--- config.mk ---
export PLATFORM = sky130hd
export DESIGN_NAME = gpio_irq_detect
export DESIGN_NICKNAME = d
export VERILOG_FILES = /design/src/rtl/gpio_irq_pkg.sv /design/src/rtl/gpio_sync.sv /design/src/rtl/gpio_cond_detect.sv /design/src/rtl/gpio_irq_regs.sv /design/src/rtl/gpio_irq_detect.sv
export SDC_FILE = /design/constraint.sdc
export NUM_CORES = 1
export LEC_CHECK = 0
export ABC_AREA = 1
export BUFFER_PORTS_ARGS = -buffer_cell sky130_fd_sc_hd__buf_2
export CELL_PAD_IN_SITES_DETAIL_PLACEMENT = 1
export CELL_PAD_IN_SITES_GLOBAL_PLACEMENT = 1
export CORE_UTILIZATION = 40
export DETAILED_ROUTE_END_ITERATION = 7
export HOLD_SLACK_MARGIN = 0.08
export PLACE_DENSITY_LB_ADDON = 0.2
export SETUP_SLACK_MARGIN = 0.2
export SLEW_MARGIN = 20
export SYNTH_ARGS = -nofsm -noshare
export SYNTH_HDL_FRONTEND = slang
export SYNTH_HIERARCHICAL = 1
export SYNTH_SLANG_ARGS = --single-unit
--- constraint.sdc ---
create_clock -name clk -period 1.2 [get_ports clk]
set_input_delay 0.12 -clock clk [delete_from_list [all_inputs] [get_ports clk]]
set_output_delay 0.12 -clock clk [all_outputs]
set_load 0.02 [all_outputs]
--- src/rtl/gpio_irq_pkg.sv ---
package gpio_irq_pkg;
  localparam int ADDR_W = 3;

  typedef enum logic [ADDR_W-1:0] {
    REG_MODE  = 3'd0,
    REG_DUAL  = 3'd1,
    REG_POL   = 3'd2,
    REG_MASK  = 3'd3,
    REG_RAW   = 3'd4,
    REG_MSKD  = 3'd5,
    REG_CLR   = 3'd6
  } reg_sel_e;
endpackage

--- src/rtl/gpio_sync.sv ---
module gpio_sync #(
  parameter int NPINS = 8,
  parameter int STAGES = 2
) (
  input  logic             clk,
  input  logic             rst_n,
  input  logic [NPINS-1:0] pins_i,
  output logic [NPINS-1:0] cur_o,
  output logic [NPINS-1:0] prv_o
);
  logic [NPINS-1:0] stage_q [STAGES];

  // synchronizer chain; the last stage is the "current" sample
  generate
    for (genvar s = 0; s < STAGES; s++) begin : g_stage
      always_ff @(posedge clk or negedge rst_n) begin
        if (!rst_n) stage_q[s] <= '0;
        else if (s == 0) stage_q[s] <= pins_i;
        else stage_q[s] <= stage_q[(s == 0) ? 0 : s-1];
      end
    end
  endgenerate

  always_ff @(posedge clk or negedge rst_n) begin
    if (!rst_n) prv_o <= '0;
    else        prv_o <= stage_q[STAGES-1];
  end

  assign cur_o = stage_q[STAGES-1];
endmodule

--- src/rtl/gpio_cond_detect.sv ---
module gpio_cond_detect #(
  parameter int NPINS = 8
) (
  input  logic [NPINS-1:0] cur_i,
  input  logic [NPINS-1:0] prv_i,
  input  logic [NPINS-1:0] mode_i,
  input  logic [NPINS-1:0] dual_i,
  input  logic [NPINS-1:0] pol_i,
  output logic [NPINS-1:0] det_o
);
  generate
    for (genvar p = 0; p < NPINS; p++) begin : g_pin
      logic rise, fall, lvl_hit, edge_hit;
      always_comb begin
        rise     = cur_i[p] & ~prv_i[p];
        fall     = ~cur_i[p] & prv_i[p];
        lvl_hit  = (cur_i[p] == pol_i[p]);
        if (dual_i[p]) edge_hit = rise | fall;
        else           edge_hit = pol_i[p] ? rise : fall;
        det_o[p] = mode_i[p] ? lvl_hit : edge_hit;
      end
    end
  endgenerate
endmodule

--- src/rtl/gpio_irq_regs.sv ---
module gpio_irq_regs
  import gpio_irq_pkg::*;
#(
  parameter int NPINS = 8
) (
  input  logic              clk,
  input  logic              rst_n,
  input  logic              wr_en,
  input  logic [ADDR_W-1:0] wr_addr,
  input  logic [NPINS-1:0]  wr_data,
  output logic [NPINS-1:0]  mode_o,
  output logic [NPINS-1:0]  dual_o,
  output logic [NPINS-1:0]  pol_o,
  output logic [NPINS-1:0]  mask_o,
  output logic [NPINS-1:0]  clr_o
);
  always_ff @(posedge clk or negedge rst_n) begin
    if (!rst_n) begin
      mode_o <= '0;
      dual_o <= '0;
      pol_o  <= '0;
      mask_o <= '0;
    end else if (wr_en) begin
      case (wr_addr)
        REG_MODE: mode_o <= wr_data;
        REG_DUAL: dual_o <= wr_data;
        REG_POL:  pol_o  <= wr_data;
        REG_MASK: mask_o <= wr_data;
        default: ;
      endcase
    end
  end

  // clear strobes act in the write cycle itself
  assign clr_o = (wr_en && wr_addr == REG_CLR) ? wr_data : '0;
endmodule

--- src/rtl/gpio_irq_detect.sv ---
module gpio_irq_detect
  import gpio_irq_pkg::*;
#(
  parameter int NPINS = 8,
  parameter int SYNC_STAGES = 2
) (
  input  logic              clk,
  input  logic              rst_n,
  input  logic [NPINS-1:0]  pins_i,
  input  logic              wr_en,
  input  logic [ADDR_W-1:0] wr_addr,
  input  logic [NPINS-1:0]  wr_data,
  input  logic [ADDR_W-1:0] rd_addr,
  output logic [NPINS-1:0]  rd_data,
  output logic              irq_o
);
  logic [NPINS-1:0] cur, prv, det;
  logic [NPINS-1:0] mode, dual, pol, mask, clr;
  logic [NPINS-1:0] raw_q, masked;

  gpio_sync #(.NPINS(NPINS), .STAGES(SYNC_STAGES)) u_sync (
    .clk(clk), .rst_n(rst_n), .pins_i(pins_i), .cur_o(cur), .prv_o(prv)
  );

  gpio_cond_detect #(.NPINS(NPINS)) u_det (
    .cur_i(cur), .prv_i(prv), .mode_i(mode), .dual_i(dual), .pol_i(pol),
    .det_o(det)
  );

  gpio_irq_regs #(.NPINS(NPINS)) u_regs (
    .clk(clk), .rst_n(rst_n), .wr_en(wr_en), .wr_addr(wr_addr),
    .wr_data(wr_data), .mode_o(mode), .dual_o(dual), .pol_o(pol),
    .mask_o(mask), .clr_o(clr)
  );

  // detection takes priority over a same-cycle clear
  always_ff @(posedge clk or negedge rst_n) begin
    if (!rst_n) raw_q <= '0;
    else        raw_q <= (raw_q & ~clr) | det;
  end

  assign masked = raw_q & mask;
  assign irq_o  = |masked;

  always_comb begin
    case (rd_addr)
      REG_MODE: rd_data = mode;
      REG_DUAL: rd_data = dual;
      REG_POL:  rd_data = pol;
      REG_MASK: rd_data = mask;
      REG_RAW:  rd_data = raw_q;
      REG_MSKD: rd_data = masked;
      default:  rd_data = '0;
    endcase
  end

  // every detected pin shows up in raw status one cycle later
  assert_set_R5: assert property (@(posedge clk) disable iff (!rst_n)
    (det != '0) |=> ((raw_q & $past(det)) == $past(det)));

  // a clear with no competing detection empties the bit
  assert_clear_R7: assert property (@(posedge clk) disable iff (!rst_n)
    ((clr & ~det) != '0) |=> ((raw_q & $past(clr & ~det)) == '0));

  // a raw bit rises only after a detection on its pin
  assert_origin_R5: assert property (@(posedge clk) disable iff (!rst_n)
    ((raw_q & ~$past(raw_q) & ~$past(det)) == '0));

  // no detection and no clear: status holds
  assert_hold_R5: assert property (@(posedge clk) disable iff (!rst_n)
    (det == '0 && clr == '0) |=> $stable(raw_q));

  // colliding clear never drops a detected bit
  assert_collide_R9: assert property (@(posedge clk) disable iff (!rst_n)
    ((clr & det) != '0) |=> ((raw_q & $past(clr & det)) == $past(clr & det)));

  // single-edge rising pins fire only on a 0->1 sample pair
  assert_rise_only_R2: assert property (@(posedge clk) disable iff (!rst_n)
    ((det & ~mode & ~dual & pol & ~(cur & ~prv)) == '0));
endmodule

==> metrics.txt, run 1 <==
outcome finished with violations; violations in the final reports negative setup slack; register-to-register setup slack -50 ps; peak supply drop about 0.00053 V; Clock Skews 8.08 ps; number of fillers in the final layout between 1000 and 1500; TritonCTS clock tree done; Area Overhead vs Synth 35.2%; most used flip-flop cell after synthesis dfrtp_1; count of different cell masters after synthesis 21; number of flip-flops and latches in the synthesized netlist 64; final-stage net count 587; starting DRC count in detailed routing about 130; Worst-Margin Slew 359 ps; share of synthesized registers carrying an async set or reset 100%; post-route DRC violation count 0; Reg-to-Reg End raw_q[4]; number of stages on the worst hold path 4; leftover overflow at the end of global routing 0; peak fanout along the critical path 3; final hold vios 0; total length of routed wires 10800 um; synthesized netlist cell count 450; category of the most critical setup path flip-flop to output port; cell area after synthesis ~3600 um^2; number of buffers on the longest clock path 2; unrepaired setup endpoints after global routing true; final RePlAce weighted congestion between 0.7 and 0.8; number of synthesized flops with an enable pin 0; logic depth of the worst path, buffers included 5; number of clock buffers inserted by TritonCTS 9; initial core utilization about two fifths; first-pass GRT wire length about 17000 um; number of H-tree branching levels 3; PwrDens 1320 nW/um^2; later-pin clock latency in the skew report roughly 350 ps; Clock Root Buffer clkbuf_8; Routed wire per std cell about 16 um; placed instance count slightly below 600; Synth area leader dfrtp_1; die height around 97 um; Final WS setup -242 ps; endpoint type of the worst setup path output port; Mapped Avg Cell Area slightly below 8 um^2; depth of the worst register-to-register path 7; row count 34; number of nets produced by synthesis around 490; vias in the first global route 3399; final setup violating endpoints 10; fmax between 0.6 and 0.7 GHz; clock transition at the registers of the reported paths ~70 ps; # clock sinks between 60 and 70; HPWL after detailed placement 6840 um; static power due to leakage 2.57 nW; number of buffers and inverters on the critical path 1; number of vias after detailed routing 3397; count of boundary I/O pins 34; library cell contributing the largest single delay on the critical path dfrtp_1; origin of the worst min-delay path wr_addr[2]; most common library cells after synthesis nand2_1 (149), dfrtp_1 (64), inv_1 (46); Port-buffer cells 33; Tot GR Track Use around 25%; antenna diode instance count 0; crit-path max cell delay 420 ps; worst path required time 1080 ps; count of yosys warnings during synthesis 6; post-route clock period utilization 120%; Max Slew Vio Count 0; area of the die slightly above 9000 um^2; ANT nets after route 0; worst setup timing slack at the placement stage roughly 30 ps; proportion of layout cells with a drive suffix above 1 a little over a third; max-cap violations 0; first-pass iteration count of the detailed router 4; portion of the post-synthesis area used by sequential elements about 45%; Worst Hold Endpoint u_regs/mode_o[6]; fraction of synthesized cell area taken by the top area cell type around 45%; Final Instance Count excl. Fillers 659; Via density about 5.2; Std-Cell Core Area approximately 8700 um^2; cell-by-cell listing of the critical path nand2_2, nand2_1, nor2_1, nand4_1, buf_6; largest net degree at the start of global routing 65; initial antenna violation count 0; crit path launch type flip-flop; overall power after layout ~6.4 mW; leading post-synthesis cells by cell area dfrtp_1 (45%), nand2_1 (16%), nand3_1 (5.9%); floorplan die width 96.6 um; family with the most delay on the worst path flip-flops; critical register-to-register path startpoint u_sync/cur_o[4]; Rel. slew slack ~76%; Worst Hold Class primary input to flip-flop; most frequent cell after synthesis nand2_1; Period minus WS final 1440 ps; CP arrival around 1300 ps
[cell families (layout without fill, tap and decap cells)]
kind of cell             Yosys count  in the layout  synth area share [%]
AND/OR/NAND/NOR                  267            267                  35.8
adder cells (fa/ha/maj)           16             16                  5.60
flip-flops                        64             64                  44.8
AO/OA/AOI/OAI                     25             25                  4.06
buffers and inverters             78            179                  9.80
[tightest hold or removal path, stage by stage]
cell     delay, ps
buf_2          160
nor2_8          80
nand3_1         70
nand2_1         50
[worst max-delay path by stage]
stage	startpoint	endpoint	slack (ps)
finish	raw_q[2]	irq_o	-240
global route	raw_q[1]	rd_data[1]	-300
CTS	raw_q[1]	rd_data[1]	-240
detailed placement	u_sync/cur_o[0]	raw_q[0]	30
global placement	rd_addr[0]	rd_data[4]	70
floorplan	u_sync/cur_o[0]	raw_q[0]	100
[power breakdown]
part / leakage, nW / switching [mW] / internal, mW / total (mW)
sequential: 0.746 / 0.253 / 2.43 / 2.68
combinational: 1.73 / 0.980 / 0.824 / 1.80
clock: 0.0928 / 0.880 / 1.02 / 1.90
total: 2.57 / 2.11 / 4.27 / 6.38
[cell usage in the layout (no fill, tap or decap), drive strengths merged, types with 14 or more instances in the layout]
| cell | instances |
|---|---|
| buf | 85 |
| dlygate4sd3 | 17 |
| a21oi | 14 |
| nor2 | 30 |
| nand3 | 52 |
| inv | 61 |
| ha | 16 |
| dfrtp | 64 |
| nand4 | 24 |
| nand2 | 161 |
[layout make-up]
type / instances / area [um^2] / share of cell area, %
inverter: 61 / 244 / 5.05
sequential: 64 / 1610 / 33.3
tap: 108 / 135 / 2.79
clock buffer: 12 / 145 / 3.00
clock inverter: 4 / 53.8 / 1.11
multi-input combinational: 308 / 1830 / 37.9
timing repair buffer: 102 / 815 / 16.8
[layer usage]
layer,up-vias,global-route usage [%],wire (um)
met1,1674,33.1,4760
met4,0,6.37,163
met5,-,0,0
li1,1620,-,-
met3,14,3.99,596
met2,89,41.4,5290
[through the flow]
stage	TNS (ps)	instance area, um^2	util [%]	hold WS [ps]
after floorplan	0	3770	-	-176
after global placement	0	4070	46.8	166
after detailed placement	0	4070	46.8	166
after CTS	-1730	4720	54.4	157
after global routing	-2480	4840	55.7	180
final	-1770	4840	55.7	163
[registers in the layout (all words and copies together), names as in the netlist]
register,cells
u_regs/pol_o,8
u_regs/dual_o,8
u_regs/mode_o,8
u_regs/mask_o,8
u_sync/prv_o,8
u_sync/cur_o,8
raw_q,8
u_sync/stage_q,8
[what timing repair did]
item,4_1_cts,5_1_grt
hold endpoints to repair,102,0
gates resized for setup,31,15
hold buffers,17,0
buffers inserted,27,9
pin swaps,34,27
endpoints found under the setup margin,17,17
Note: power is estimated with default switching activity, not from simulation.
==> inputs of run 2 (changes only) <==
--- a/config.mk
+++ b/config.mk
@@ -6,11 +6,12 @@
 export NUM_CORES = 1
 export LEC_CHECK = 0
 export ABC_AREA = 1
-export BUFFER_PORTS_ARGS = -buffer_cell sky130_fd_sc_hd__buf_2
+export ABC_CLOCK_PERIOD_IN_PS = 1200
 export CELL_PAD_IN_SITES_DETAIL_PLACEMENT = 1
 export CELL_PAD_IN_SITES_GLOBAL_PLACEMENT = 1
-export CORE_UTILIZATION = 40
+export CORE_UTILIZATION = 43
 export DETAILED_ROUTE_END_ITERATION = 7
+export DONT_BUFFER_PORTS = 1
 export HOLD_SLACK_MARGIN = 0.08
 export PLACE_DENSITY_LB_ADDON = 0.2
 export SETUP_SLACK_MARGIN = 0.2
==> run 2 against run 1 <==
  * The flow finishes with violations (negative hold slack, negative setup slack)
  * Sequential share of layout area grew 0.82 points
  * Flip-flop and latch count is the same
  * Highest routed layer unchanged
  * Worst hold slack lost 700 ps
  * Largest cell class unchanged
  * Via count shrank 2.8%
  * Critical path type unchanged
  * Cell area shrank 2.5%
  * Global-route usage grew 2.4 points
==> metrics.txt, run 2 (same netlist as run 1, synthesis figures left out) <==
number of vias after detailed routing 3303 (-2.8%); Tot GR Track Use 27.1% (+2.4 points); PwrDens 1320 nW/um^2 (about the same); hold buffer count at CTS 20 (+3); commonest non-fill, non-tap cells in the layout nand2_1 (124), dfrtp_1 (57), buf_4 (49); TritonCTS clock tree done; leftover overflow at the end of global routing 0 (unchanged); initial antenna violation count 0 (unchanged); endpoint type of the worst setup path output port; category of the most critical setup path flip-flop to output port; die height 93.2 um (-3.5%); violations in the final reports negative hold slack, negative setup slack; Final Util 59.8% (+4.1 points); fmax 0.705 GHz (+1.7%); overall power after layout 6.23 mW (-2.4%); peak fanout along the critical path 2 (-1); clock transition at the registers of the reported paths 80 ps (about the same); proportion of layout cells with a drive suffix above 1 37.2% (+1.0 points); post-route DRC violation count 0 (unchanged); vias in the first global route 3418 (+0.56%); peak supply drop 0.000517 V (-2.0%); register-to-register setup slack 40 ps (+90 ps); crit path launch type flip-flop; outcome finished with violations; count of boundary I/O pins 34 (unchanged); starting DRC count in detailed routing 137 (+9.6%); final-stage net count 559 (-4.8%); Area Overhead vs Synth 31.9%; CP arrival 1300 ps (-20 ps); Min Hold Slack -541 ps (-704 ps); floorplan die width 93.2 um (-3.5%); max-cap violations 0 (unchanged); Clock Skews 5.40 ps (-2.67 ps); static power due to leakage 2.47 nW (-4.0%); number of clock buffers inserted by TritonCTS 9 (unchanged); row count 32 (-5.9%); post-route clock period utilization 118% (-2.0 points); Rel. slew slack 81.6% (+5.5 points); Worst-Margin Slew 276 ps (-82.9 ps); number of H-tree branching levels 3 (unchanged); final setup violating endpoints 9 (-1); later-pin clock latency in the skew report 340 ps (about the same); ANT nets after route 0 (unchanged); Via density 5.29 (+2.7%); worst path required time 1080 ps (about the same); largest net degree at the start of global routing 65 (unchanged); Period minus WS final 1420 ps (-23.9 ps); number of buffers on the longest clock path 2 (unchanged); unrepaired setup endpoints after global routing true; # clock sinks 64 (unchanged); total length of routed wires 10900 um (+0.44%); Clock Root Buffer clkbuf_8; Std-Cell Core Area 7890 um^2 (-9.1%); Final WS setup -218 ps (+23.9 ps); Routed wire per std cell 17.4 um (+6.1%); first-pass iteration count of the detailed router 4 (unchanged); area of the die 8680 um^2 (-6.8%); initial core utilization 45.3% (+4.1 points); Worst Hold Class primary input to asynchronous set/reset pin; antenna diode instance count 0 (unchanged); Port-buffer cells 0 (-100%); final RePlAce weighted congestion 0.777 (+3.2%); final hold vios 66 (+66); Max Slew Vio Count 0 (unchanged); most common cell after layout, fill and taps aside nand2_1; first-pass GRT wire length 17600 um (+3.9%); HPWL after detailed placement 6680 um (-2.3%)
-- run 2: changes by cell type in the layout (fill, tap and decap cells not counted), sizes merged --
cell / delta
clkinvlp: -1
dlymetal6s4s: +1
buf: -31
dlygate4sd3: +2
-- run 2: stage by stage --
stage / instances / hold WS, ps / cell area (um^2) / setup slack, ps / setup TNS [ps]
6_report: 624 / -541 / 4720 / -218 / -1100
2_1_floorplan: 450 / -176 / 3770 / 101 / 0
3_5_place_dp: 545 / -174 / 3820 / 15.8 / 0
5_1_grt: 624 / -558 / 4720 / -296 / -1700
3_3_place_gp: 545 / -174 / 3820 / 76.1 / 0
4_1_cts: 614 / -552 / 4560 / -210 / -2310
-- run 2: final cells by class --
class / instances / area [um^2]
tap: 102 / 128
clock buffer: 12 / 145
inverter: 61 / 244
clock inverter: 3 / 42.5
timing repair buffer: 74 / 627
sequential: 64 / 1610
fill: 927 / 3170
multi-input combinational: 308 / 1920
-- run 2: path summary, 6_finish.rpt --
path	from	endpoint	cells after the start
max	raw_q[7]	irq_o	4
min	rst_n	u_regs/pol_o[7]	0
max reg2reg	u_sync/cur_o[4]	raw_q[4]	6
min reg2reg	u_sync/stage_q[11]	u_sync/cur_o[3]	0
max in group asynchronous	rst_n	u_regs/pol_o[1]	0
min in group clk	wr_addr[0]	u_regs/pol_o[4]	3
-- run 2: report_power, final --
| group | switching, mW | internal [mW] |
|---|---|---|
| Combinational | 0.935 | 0.789 |
| Clock | 0.854 | 1.00 |
| Sequential | 0.223 | 2.43 |
| Total | 2.01 | 4.22 |
-- run 2: per-layer routing --
| layer | wire [um] | track usage [%] | up-vias | share of wire [%] |
|---|---|---|---|---|
| met3 | 502 | 4.88 | 16 | 4.6 |
| met4 | 183 | 9.23 | 0 | 1.7 |
| met1 | 4710 | 34.8 | 1653 | 43 |
| met2 | 5460 | 46.0 | 74 | 50 |
| met5 | 0 | 0 | - | 0 |
| li1 | - | - | 1560 | - |
-- run 2: what timing repair did --
item / in CTS / in global routing
resized for setup: 35 / 28
hold endpoints to repair: 112 / 68
pin swaps: 37 / 43
setup endpoints to repair: 17 / 33
buffers inserted: 34 / 10
-- run 2: worst max-delay path: stages (launching register included) --
cell and delay (ps):
dfrtp_1 420, nand2_2 100, nand2_2 70, nor2_4 120, nand4_1 250
